==> src/rtl/txerr_pkg.sv <==
`timescale 1ns/1ps
package txerr_pkg;
  localparam int NREQ   = 4;
  localparam int MASK_W = NREQ + 1;
  localparam int IX_LCV = 0;
  localparam int IX_FRM = 1;
  localparam int IX_CRC = 2;
  localparam int IX_ALN = 3;
  localparam int IX_DIR = 4;
  typedef logic [NREQ-1:0] req_vec_t;
endpackage

==> src/rtl/txerr_req.sv <==
`timescale 1ns/1ps
module txerr_req
  import txerr_pkg::*;
(
  input  logic     clk,
  input  logic     rst_n,
  input  logic     wr_en,
  input  req_vec_t wr_bits,
  input  req_vec_t fire,
  output req_vec_t pend
);
  req_vec_t pend_q, pend_n;

  for (genvar k = 0; k < NREQ; k++) begin : g_req
    // pending: cleared by its own firing (a same-cycle write merges in);
    // idle: armed by a write of 1
    always_comb begin
      if (pend_q[k]) pend_n[k] = ~fire[k];
      else           pend_n[k] = wr_en & wr_bits[k];
    end

    always_ff @(posedge clk or negedge rst_n) begin
      if (!rst_n) pend_q[k] <= 1'b0;
      else        pend_q[k] <= pend_n[k];
    end

    a_r1_arm: assert property (@(posedge clk) disable iff (!rst_n)
      (wr_en && wr_bits[k] && !pend_q[k]) |=> pend_q[k]);
    a_r2_zero_write: assert property (@(posedge clk) disable iff (!rst_n)
      (!pend_q[k] && !(wr_en && wr_bits[k])) |=> !pend_q[k]);
    a_r11_drop: assert property (@(posedge clk) disable iff (!rst_n)
      fire[k] |=> !pend_q[k]);
    a_r4_no_queue: assert property (@(posedge clk) disable iff (!rst_n)
      (pend_q[k] && !fire[k]) |=> pend_q[k]);
  end

  assign pend = pend_q;
endmodule

==> src/rtl/txerr_slip.sv <==
`timescale 1ns/1ps
module txerr_slip (
  input  logic clk,
  input  logic rst_n,
  input  logic mode_e1,
  input  logic wr_en,
  input  logic arm_bit,
  input  logic dir_bit,
  input  logic pend_aln,
  input  logic fbit_mark,
  output logic fire_aln,
  output logic slip_del,
  output logic slip_ins
);
  logic dir_q, dir_n;
  logic del_q, del_n;
  logic ins_q, ins_n;

  always_comb begin
    fire_aln = pend_aln & fbit_mark;
    // direction is captured only when the request is newly armed
    dir_n = (wr_en & arm_bit & ~pend_aln) ? dir_bit : dir_q;
    ins_n = fire_aln & mode_e1 & dir_q;
    del_n = fire_aln & ~(mode_e1 & dir_q);
  end

  always_ff @(posedge clk or negedge rst_n) begin
    if (!rst_n) begin
      dir_q <= 1'b0;
      del_q <= 1'b0;
      ins_q <= 1'b0;
    end else begin
      dir_q <= dir_n;
      del_q <= del_n;
      ins_q <= ins_n;
    end
  end

  assign slip_del = del_q;
  assign slip_ins = ins_q;

  a_r9_one_dir: assert property (@(posedge clk) disable iff (!rst_n)
    !(slip_del && slip_ins));
  a_r10_t1_delete_only: assert property (@(posedge clk) disable iff (!rst_n)
    !mode_e1 |=> !slip_ins);
  a_r9_pulse_follows_fire: assert property (@(posedge clk) disable iff (!rst_n)
    fire_aln |=> (slip_del || slip_ins));
  a_r9_no_stray_pulse: assert property (@(posedge clk) disable iff (!rst_n)
    !fire_aln |=> !(slip_del || slip_ins));
endmodule

==> src/rtl/txerr_rail.sv <==
`timescale 1ns/1ps
module txerr_rail (
  input  logic clk,
  input  logic rst_n,
  input  logic dbl_viol,
  input  logic pos_in,
  input  logic neg_in,
  input  logic fbit_mark,
  input  logic crc_mark,
  input  logic pend_lcv,
  input  logic pend_frm,
  input  logic pend_crc,
  output logic fire_lcv,
  output logic fire_frm,
  output logic fire_crc,
  output logic pos_out,
  output logic neg_out
);
  logic swap_q, swap_n;
  logic last_q, last_n;   // polarity of last mark sent, 1 = positive
  logic prev_q, prev_n;   // previous input bit was a mark
  logic p_q, p_n, n_q, n_n;
  logic in_mark, sw_p, sw_n, inv;

  always_comb begin
    in_mark  = pos_in | neg_in;
    sw_p     = swap_q ? neg_in : pos_in;
    sw_n     = swap_q ? pos_in : neg_in;
    fire_frm = pend_frm & fbit_mark;
    fire_crc = pend_crc & crc_mark;
    inv      = fire_frm | fire_crc;
    fire_lcv = pend_lcv & in_mark & prev_q & ~fbit_mark & ~crc_mark;
    p_n      = sw_p;
    n_n      = sw_n;
    swap_n   = swap_q;
    if (inv) begin
      if (in_mark) begin
        p_n = 1'b0;
        n_n = 1'b0;
      end else begin
        p_n = ~last_q;
        n_n = last_q;
      end
      swap_n = ~swap_q;
    end else if (fire_lcv) begin
      p_n = sw_n;
      n_n = sw_p;
      if (!dbl_viol) swap_n = ~swap_q;
    end
    last_n = (p_n | n_n) ? p_n : last_q;
    prev_n = in_mark;
  end

  always_ff @(posedge clk or negedge rst_n) begin
    if (!rst_n) begin
      swap_q <= 1'b0;
      last_q <= 1'b0;
      prev_q <= 1'b0;
      p_q    <= 1'b0;
      n_q    <= 1'b0;
    end else begin
      swap_q <= swap_n;
      last_q <= last_n;
      prev_q <= prev_n;
      p_q    <= p_n;
      n_q    <= n_n;
    end
  end

  assign pos_out = p_q;
  assign neg_out = n_q;

  a_r7_frame_inverts: assert property (@(posedge clk) disable iff (!rst_n)
    fire_frm |=> ((pos_out || neg_out) != $past(pos_in || neg_in)));
  a_r8_crc_inverts: assert property (@(posedge clk) disable iff (!rst_n)
    fire_crc |=> ((pos_out || neg_out) != $past(pos_in || neg_in)));
  a_r5_mark_kept: assert property (@(posedge clk) disable iff (!rst_n)
    fire_lcv |=> (pos_out ^ neg_out));
  a_r5_rails_excl: assert property (@(posedge clk) disable iff (!rst_n)
    !(pos_in && neg_in) |=> !(pos_out && neg_out));
endmodule

==> src/rtl/txerr_inject.sv <==
`timescale 1ns/1ps
module txerr_inject
  import txerr_pkg::*;
(
  input  logic              clk,
  input  logic              rst_n,
  input  logic              mode_e1,
  input  logic              hdb3_en,
  input  logic              wr_en,
  input  logic [MASK_W-1:0] wr_mask,
  input  logic              pos_in,
  input  logic              neg_in,
  input  logic              fbit_mark,
  input  logic              crc_mark,
  output logic              pos_out,
  output logic              neg_out,
  output logic              slip_del,
  output logic              slip_ins,
  output logic [NREQ-1:0]   pend
);
  logic     rs_q1, rs_q2;
  req_vec_t pend_v, fire_v;
  logic     f_lcv, f_frm, f_crc, f_aln;

  // asynchronous assertion, synchronous release
  always_ff @(posedge clk or negedge rst_n) begin
    if (!rst_n) begin
      rs_q1 <= 1'b0;
      rs_q2 <= 1'b0;
    end else begin
      rs_q1 <= 1'b1;
      rs_q2 <= rs_q1;
    end
  end

  always_comb begin
    fire_v         = '0;
    fire_v[IX_LCV] = f_lcv;
    fire_v[IX_FRM] = f_frm;
    fire_v[IX_CRC] = f_crc;
    fire_v[IX_ALN] = f_aln;
  end

  txerr_req u_req (
    .clk     (clk),
    .rst_n   (rs_q2),
    .wr_en   (wr_en),
    .wr_bits (wr_mask[NREQ-1:0]),
    .fire    (fire_v),
    .pend    (pend_v)
  );

  txerr_rail u_rail (
    .clk       (clk),
    .rst_n     (rs_q2),
    .dbl_viol  (mode_e1 & hdb3_en),
    .pos_in    (pos_in),
    .neg_in    (neg_in),
    .fbit_mark (fbit_mark),
    .crc_mark  (crc_mark),
    .pend_lcv  (pend_v[IX_LCV]),
    .pend_frm  (pend_v[IX_FRM]),
    .pend_crc  (pend_v[IX_CRC]),
    .fire_lcv  (f_lcv),
    .fire_frm  (f_frm),
    .fire_crc  (f_crc),
    .pos_out   (pos_out),
    .neg_out   (neg_out)
  );

  txerr_slip u_slip (
    .clk       (clk),
    .rst_n     (rs_q2),
    .mode_e1   (mode_e1),
    .wr_en     (wr_en),
    .arm_bit   (wr_mask[IX_ALN]),
    .dir_bit   (wr_mask[IX_DIR]),
    .pend_aln  (pend_v[IX_ALN]),
    .fbit_mark (fbit_mark),
    .fire_aln  (f_aln),
    .slip_del  (slip_del),
    .slip_ins  (slip_ins)
  );

  assign pend = pend_v;

  a_r12_reset_quiet: assert property (@(posedge clk)
    !rs_q2 |-> (!pos_out && !neg_out && !slip_del && !slip_ins && pend == '0));
  a_r3_fire_needs_pend: assert property (@(posedge clk) disable iff (!rs_q2)
    (fire_v & ~pend_v) == '0);
endmodule

==> config.mk <==
export PLATFORM = sky130hd
export DESIGN_NAME = txerr_inject
export DESIGN_NICKNAME = d
export VERILOG_FILES = /design/src/rtl/txerr_pkg.sv /design/src/rtl/txerr_req.sv /design/src/rtl/txerr_slip.sv /design/src/rtl/txerr_rail.sv /design/src/rtl/txerr_inject.sv
export SDC_FILE = /design/constraint.sdc
export NUM_CORES = 1
export LEC_CHECK = 0
export BUFFER_PORTS_ARGS = -buffer_cell sky130_fd_sc_hd__buf_4
export CAP_MARGIN = 10
export CORE_MARGIN = 5
export CORE_UTILIZATION = 31
export CTS_CLUSTER_DIAMETER = 80
export CTS_CLUSTER_SIZE = 25
export DETAILED_ROUTE_END_ITERATION = 16
export HOLD_SLACK_MARGIN = 0.02
export PLACE_DENSITY = 0.65
export REMOVE_ABC_BUFFERS = 1
export SKIP_LAST_GASP = 1
export SLEW_MARGIN = 25
export SYNTH_ARGS = -nofsm -noshare
export SYNTH_HDL_FRONTEND = slang
export SYNTH_SLANG_ARGS = --single-unit
==> constraint.sdc <==
create_clock -name clk -period 1.2 [get_ports clk]
set_input_delay 0.24 -clock clk [delete_from_list [all_inputs] [get_ports clk]]
set_output_delay 0.24 -clock clk [all_outputs]
set_load 0.02 [all_outputs]
# --- After elaboration in Yosys (flattened, before gate mapping) ---
# Index checks and enable logic that the tools add are counted.
word_totals:
  latchBits: 0
  mem_bits_rw: 0
  romBits: 0
  register_bits: 14
  elab_cells: 62
  mem_count: 0
op_classes:
  addsub: 0
  n_bitwise: 30
  shifts: 0
  n_mul: 0
  n_reduce_logical: 2
  mux: 15
  div_mod_pow: 0
  n_eq_ne: 1
  magnitude_cmp: 0
ops:
  columns: ["cell", "n"]
  rows:
  - ["AND 1 bit", 17]
  - ["two-way mux 1 bit", 15]
  - ["inverter 1 bit", 10]
  - ["bitwise OR 1 bit", 3]
  - ["inequality test 2 bit, second input constant", 1]
  - ["AND reduction 2 bit", 1]
  - ["nonzero test 2 bit", 1]

# --- Logic depth before layout (Yosys ltp) ---
# Gate-level depths: netlist of run 1.
depth:
  depth_word: 8
  ltp_mapped: 4
  mapped_depth_nobuf: 4

# --- Cells and area by module ---
# Synthesis of run 1 repeated with hierarchy kept, for this count alone.
hier_totals:
  hier_cells: 64
  hier_area_um2: 709.4
modules_own_cells:
  columns: ["mod", "seq_area_each_um2", "instances", "cells_per_inst", "area_each_um2"]
  rows:
  - ["txerr_rail", 125.1, 1, 40, 362.8]
  - ["txerr_req", 100.1, 1, 12, 155.1]
  - ["txerr_slip", 75.1, 1, 8, 131.4]
  - ["txerr_inject", 50.0, 1, 4, 60.1]

# --- Worst setup path after synthesis of run 1 ---
# Ideal clock, no wire load.
synth_path:
  kind: "register to register"
  from: "register u_req.pend_q[1] (netlist: u_req.pend[1])"
  to: "register u_rail.last_q"
  n_path_buf: 0
  path_stages_with_launch: 5
  period_less_slack_ns: 1.316
  slack_ns: -0.116
  t_arrival_ns: 1.245
  setup_ns: 0.071
  path_cell_list: "dfrtp_1 a22o_1 and2_4 or3_1 nand4_1"
synth_via:
  elab_chain_cells: 4
synth_rtl:
  columns: ["element", "line", "source"]
  rows:
  - ["start: declaration", "txerr_req.sv:12", "req_vec_t pend_q, pend_n;"]
  - ["start signal: indexed assignment", "txerr_req.sv:24", "else pend_q[k] <= pend_n[k];"]
  - ["AND 1 bit *", "txerr_rail.sv:29", "fire_frm = pend_frm & fbit_mark;"]
  - ["bitwise OR 1 bit *", "txerr_rail.sv:31", "inv = fire_frm | fire_crc;"]
  - ["two-way mux 1 bit", "txerr_rail.sv:36", "if (inv) begin"]
  - ["bitwise OR 1 bit", "txerr_rail.sv:50", "last_n = (p_n | n_n) ? p_n : last_q;"]
  - ["end signal: assignment", "txerr_rail.sv:63", "last_q <= last_n;"]
  - ["end: declaration", "txerr_rail.sv:20", "logic last_q, last_n;"]
# Every way passes the cells marked *; elsewhere a longest branch is shown, timed or not.
# A chain may end at the register's enable or synchronous reset.

# --- Final worst setup path of run 1 ---
layout_path:
  from: "register u_req.pend_q[0] (netlist: u_req.pend[0])"
  to: "register u_rail.n_q (netlist: u_rail.neg_out)"
layout_via:
  elab_chain_cells: 6
layout_rtl:
  columns: ["element", "line", "source"]
  rows:
  - ["AND 1 bit (4 in a row)", "txerr_rail.sv:32", "fire_lcv = pend_lcv & in_mark & prev_q & ~fbit_mark & ~crc_mark;"]
  - ["two-way mux 1 bit", "txerr_rail.sv:45", "end else if (fire_lcv) begin"]
  - ["two-way mux 1 bit", "txerr_rail.sv:36", null]
  - ["via u_rail.n_n", "txerr_rail.sv:22", "logic p_q, p_n, n_q, n_n;"]
  - ["end signal: assignment", "txerr_rail.sv:66", "n_q <= n_n;"]
  - ["end: declaration", "txerr_rail.sv:22", null]
# The timed path passes the listed nets, and every way through them passes these cells.

==> run_results.csv, run 1 <==
group,metric,value,unit
drt,drtIter0Drc,13,
clocking,cts.reportedPaths.clkPinSlew,0.09,ns
placement,port_buffers,21,
clocking,clock_sinks,14,
setup_path,arrival,1.45,ns
synth,synthSimpleGateAreaFrac,0.168,
drt,wl_per_cell,12.2,um
synth,ys_ff_latch,14,
drt,num_vias,496,
power,p_leak,0.430,nW
setup_path,crit_path_end_kind,"flop",
timing,worst_slack,-0.0946,ns
global_route,grt_pass1_vias,481,
synth,synthAdderAreaFrac,0,
power,p_per_area,1640,nW/um^2
drt,postRouteAntennaNets,0,
cells_and_area,num_antenna_cells,0,
power,cellInternalPower,0.00105,W
power,swShare,0.303,
floorplanning,num_rows,16,
setup_path,start_kind,"flop",
setup_path,reg2reg_setup_slack,-0.09,ns
cells_and_area,layout-drive-gt1-share,0.470,
clocking,cts_root_buffer,"clkbuf_4",
outcome,status,"complete, but fails checks",
setup_path,cp.required,1.35,ns
timing,fmax,0.772,GHz
floorplanning,ioPinCount,22,
floorplanning,dieHeight,54.6,um
synth,syn_inst,55,
cells_and_area,fin_area,916,um^2
placement,dpl_cell_area,816,um^2
hold_path,min_from,"mode_e1",
global_route,grt_pass1_wl,2060,um
placement,gp_congestion,0.711,
timing,holdWs,0.144,ns
power,combPwrFrac,0.347,
power,irDropWorstVdd,836,uV
synth,synthMuxAreaShare,0.0669,
timing,fin_crit_sh,1.08,
clocking,cts_tree,"yes",
clocking,htree_levels,1,
global_route,grt_antenna_before_repair,0,
drt,via_per_inst,4.51,
timing,skew,0.00284,ns
drt,drc,0,
floorplanning,fp.coreArea,1920,um^2
timing,hold_viol,0,
synth,synth_top_family_by_area,"simple AND/OR/NAND/NOR gates",
synth,yosysUniqueCellTypes,24,
global_route,track_usage,0.0991,
power,clock_power_share,0.223,
setup_path,r2r_start,"u_req.pend[0]",
outcome,violations,"setup timing",
setup_path,critPathMaxFanout,4,
hold_path,hold_end,"u_slip.slip_del",
clocking,insertion_delay,0.27,ns
cells_and_area,final_common_cell,"buf_4",
flow_run,cap_violations,0,
placement,place_ws,-0.0881,ns
cells_and_area,nFillCells,202,
floorplanning,die_x,54.6,um
hold_path,hold-path-cell-count,2,
hold_path,hp-class,"primary input to flop",
timing,rsz0062_at_grt,"true",
synth,synthXorXnorAreaFrac,0.0406,
drt,first_pass_iters,4,
synth,yosysWarnings,0,
cells_and_area,area_growth,48.5,%
drt,wirelength,1340,um
cells_and_area,nets,98,
timing,setup_violations,3,
synth,synth-compound-area-share,0.0953,
placement,dpl.hpwl,986,um
power,switching_power,0.000456,W
floorplanning,die-area,2980,um^2
synth,syn_avg_cell_area,11.2,um^2
cells_and_area,layout_common_cells,"buf_4, dfrtp_1, nand2_1",
timing,min_period,1.29,ns
synth,ys_seq_area_frac,0.568,
clocking,cts_buffers,3,
setup_path,worstSetupPathType,"flop to flop",
global_route,overflow,0,
synth,syn_area,617,um^2
clocking,cts_buffer_depth,2,
setup_path,ff2ff_path_depth,4,
global_route,grt_max_degree,13,
power,seqPwrFrac,0.430,
setup_path,worstReg2RegEnd,"u_rail.neg_out",
timing,slew_viol_final,0,
floorplanning,start_util,0.321,
[synthesized netlist by cell type (all sizes together)]
master	n	area share
mux2	1	0.018
inv	1	0.0061
dfrtp	14	0.57
o21ai	1	0.0081
nand4	1	0.010
nand3	2	0.016
xnor2	2	0.041
o211ai	1	0.012
and4bb	1	0.020
nor2	3	0.018
a2bb2oi	1	0.014
a22oi	1	0.012
a21oi	3	0.024
buf	4	0.049
a22o	1	0.014
or3	2	0.020
mux2i	3	0.049
and2	2	0.024
o22ai	1	0.010
conb	1	0.0061
or2	1	0.010
nand2	8	0.049
[per-layer routing]
layer  global-route usage  part of all wire
met5                    0                 0
met4               0.0498             0.010
met3               0.0300             0.093
met2                0.148              0.48
met1                0.129              0.42
[sequential cells by signal, indices dropped and copies added, names as in the netlist]
signal,cells
u_rail.prev_q,1
rs_q2,1
rs_q1,1
u_rail.last_q,1
u_rail.neg_out,1
u_slip.dir_q,1
u_slip.slip_ins,1
u_slip.slip_del,1
u_rail.swap_q,1
u_req.pend,4
u_rail.pos_out,1
[critical path, stage by stage (launching register included)]
cell,delay (ns)
dfrtp_1,0.40
and4bb_2,0.27
xnor2_4,0.20
mux2i_1,0.21
o22ai_1,0.09
[cell families after synthesis]
group           count (synthesis)
simple gates                   20
flops                          14
compound gates                  9
buf+inv                         5
mux                             4
xor+xnor                        2
other cells                     1
[power by group through the flow]
stage               combinational [W]  sequential [W]  clock (W)
floorplan                    0.000194        0.000693          0
global placement             0.000417        0.000645          0
detailed placement           0.000421        0.000646          0
CTS                          0.000426        0.000637   0.000341
global route                 0.000559        0.000663   0.000363
finish                       0.000522        0.000647   0.000335
[how the worst max path moves through the flow]
| stage | start | to | slack (ns) |
|---|---|---|---|
| detailed placement | fbit_mark | u_rail.neg_out | -0.09 |
| floorplan | u_req.pend[1] | u_rail.last_q | -0.21 |
| CTS | u_req.pend[0] | u_rail.neg_out | -0.07 |
| finish | u_req.pend[0] | u_rail.neg_out | -0.09 |
| global placement | u_req.pend[1] | u_rail.last_q | -0.07 |
| global route | u_req.pend[0] | u_rail.neg_out | -0.15 |
[final cells by class]
cell class	instances	area [um^2]	area share
clock buffers	4	36.3	0.0396
inverters	1	3.75	0.00410
multi-input cells	36	264	0.288
flip-flops and latches	14	350	0.383
well taps	27	33.8	0.0369
repair buffers	28	228	0.249
[repair_timing]
| item | in CTS | in global routing |
|---|---|---|
| setup endpoints to repair | 3 | 7 |
| hold endpoints to repair | 2 | 0 |
| pin swaps | 5 | 1 |
| gates resized for setup | 1 | 9 |
| buffers inserted | 0 | 1 |
| hold buffers | 1 | 0 |
[stage by stage]
step / total power (W) / utilization / setup TNS [ns] / instances
2_1_floorplan: 0.000887 / - / -0.340 / 51
3_3_place_gp: 0.00106 / 0.424 / -0.121 / 104
3_5_place_dp: 0.00107 / 0.424 / -0.164 / 104
4_1_cts: 0.00140 / 0.451 / -0.145 / 109
5_1_grt: 0.00159 / 0.477 / -0.432 / 110
6_report: 0.00150 / 0.477 / -0.239 / 110
(Power assumes the default switching activity.)
==> run 2, diff against run 1 <==
- SKIP_LAST_GASP: 1 -> unset
==> run 2 against run 1 <==
Against the previous run:
- the run still ends with setup timing left
- critical path type unchanged
- sequential power about the same
- global-route usage unchanged
- routed wire length unchanged
- largest cell class unchanged
- highest routed layer unchanged
==> run_results.csv, run 2 (same netlist as run 1, synthesis figures left out) <==
group,metric,value,unit
cells_and_area,nFillCells,202,
power,seqPwrFrac,0.430,
setup_path,crit_path_end_kind,"flop",
hold_path,min_from,"mode_e1",
drt,drtIter0Drc,13,
clocking,cts_buffers,3,
cells_and_area,final_core_util,0.477,
flow_run,cap_violations,0,
power,p_per_area,1640,nW/um^2
outcome,violations,"setup timing",
timing,fin_crit_sh,1.08,
timing,hold_viol,0,
clocking,cts_root_buffer,"clkbuf_4",
floorplanning,die-area,2980,um^2
global_route,grt_antenna_before_repair,0,
timing,skew,0.00284,ns
cells_and_area,nets,98,
hold_path,hold_end,"u_slip.slip_del",
timing,setup_violations,3,
cells_and_area,area_growth,48.5,%
power,p_leak,0.430,nW
placement,dpl_cell_area,816,um^2
cells_and_area,layout-drive-gt1-share,0.470,
setup_path,critPathMaxFanout,4,
clocking,insertion_delay,0.27,ns
timing,worst_slack,-0.0946,ns
clocking,htree_levels,1,
outcome,status,"complete, but fails checks",
cells_and_area,largest_reg_flops,4,
clocking,cts_buffer_depth,2,
setup_path,cp.required,1.35,ns
setup_path,worstSetupPathType,"flop to flop",
cells_and_area,fin_area,916,um^2
power,cellInternalPower,0.00105,W
clocking,cts.reportedPaths.clkPinSlew,0.09,ns
setup_path,worstReg2RegEnd,"u_rail.neg_out",
clocking,cts_tree,"yes",
setup_path,path_cells,"and4bb_2 > xnor2_4 > mux2i_1 > o22ai_1",
setup_path,start_kind,"flop",
setup_path,setup.worst_path.start,"u_req.pend[0]",
drt,num_vias,496,
global_route,track_usage,0.0991,
cells_and_area,layout_common_cells,"buf_4, dfrtp_1, nand2_1",
cells_and_area,final_common_cell,"buf_4",
timing,rsz0062_at_grt,"true",
power,combPwrFrac,0.347,
placement,dpl.hpwl,986,um
setup_path,slowest_delay,0.40,ns
timing,min_period,1.29,ns
hold_path,hp-class,"primary input to flop",
drt,first_pass_iters,4,
setup_path,r2r_start,"u_req.pend[0]",
timing,fmax,0.772,GHz
floorplanning,dieHeight,54.6,um
clocking,clock_sinks,14,
drt,wl_per_cell,12.2,um
cells_and_area,regArea,350,um^2
setup_path,reg2reg_setup_slack,-0.09,ns
global_route,overflow,0,
drt,drc,0,
placement,gp_congestion,0.711,
floorplanning,start_util,0.321,
setup_path,ff2ff_path_depth,4,
cells_and_area,multi_input_area,264,um^2
global_route,grt_pass1_vias,481,
hold_path,hold-path-cell-count,2,
floorplanning,fp.coreArea,1920,um^2
setup_path,crit_slowest_cell,"dfrtp_1",
floorplanning,ioPinCount,22,
global_route,grt_max_degree,13,
placement,place_ws,-0.0881,ns
placement,port_buffers,21,
timing,slew_viol_final,0,
power,irDropWorstVdd,836,uV
power,swShare,0.303,
floorplanning,num_rows,16,
cells_and_area,num_antenna_cells,0,
power,switching_power,0.000456,W
drt,postRouteAntennaNets,0,
global_route,grt_pass1_wl,2060,um
floorplanning,die_x,54.6,um
power,clock_power_share,0.223,
drt,wirelength,1340,um
setup_path,arrival,1.45,ns
drt,via_per_inst,4.51,
## run 2: cell counts in the layout (fill, tap and decap cells not counted)
No cell type changed its count.
## run 2: how the worst max path moves through the flow
stage,end,cells past startpoint
2_1_floorplan,u_rail.last_q,4
3_3_place_gp,u_rail.last_q,4
3_5_place_dp,u_rail.neg_out,5
4_1_cts,u_rail.neg_out,4
5_1_grt,u_rail.neg_out,4
6_report,u_rail.neg_out,4
## run 2: metal layers
metal	global-route usage	vias up	share of wire
met1	0.129	232	0.42
met3	0.0300	2	0.093
met4	0.0498	0	0.010
met5	0	-	0
li1	-	242	-
met2	0.148	20	0.48
## run 2: stage by stage
stage | std cells | TNS [ns] | power, W | hold WS [ns]
finish | 110 | -0.239 | 0.00150 | 0.144
global route | 110 | -0.432 | 0.00159 | 0.146
global placement | 104 | -0.121 | 0.00106 | 0.0232
floorplan | 51 | -0.340 | 0.000887 | -0.0556
detailed placement | 104 | -0.164 | 0.00107 | 0.0246
CTS | 109 | -0.145 | 0.00140 | 0.141
## run 2: power groups by stage
stage                     Combinational [W]  Clock (W)  Sequential (W)
after global placement             0.000417          0        0.000645
after global routing               0.000559   0.000363        0.000663
after floorplan                    0.000194          0        0.000693
after CTS                          0.000426   0.000341        0.000637
final                              0.000522   0.000335        0.000647
after detailed placement           0.000421          0        0.000646
## run 2: layout make-up
class / instances / area share
Sequential cell: 14 / 0.383
Multi-Input combinational cell: 36 / 0.288
Clock buffer: 4 / 0.0396
Tap cell: 27 / 0.0369
Inverter: 1 / 0.00410
Timing Repair Buffer: 28 / 0.249
## run 2: critical path, delay by kind of cell (launching register included)
| family | cells | cell delay [ns] |
|---|---|---|
| XOR/XNOR | 1 | 0.20 |
| flip-flops | 1 | 0.40 |
| AO/OA/AOI/OAI | 1 | 0.09 |
| multiplexers | 1 | 0.21 |
| AND/OR/NAND/NOR | 1 | 0.27 |
## run 2: timing repair
item                                    4_1_cts  5_1_grt
pin swaps                                     5        1
endpoints found under the setup margin        3        7
resized for setup                             1        9
hold buffers                                  1        0
buffers inserted                              0        1
endpoints found under the hold margin         2        0
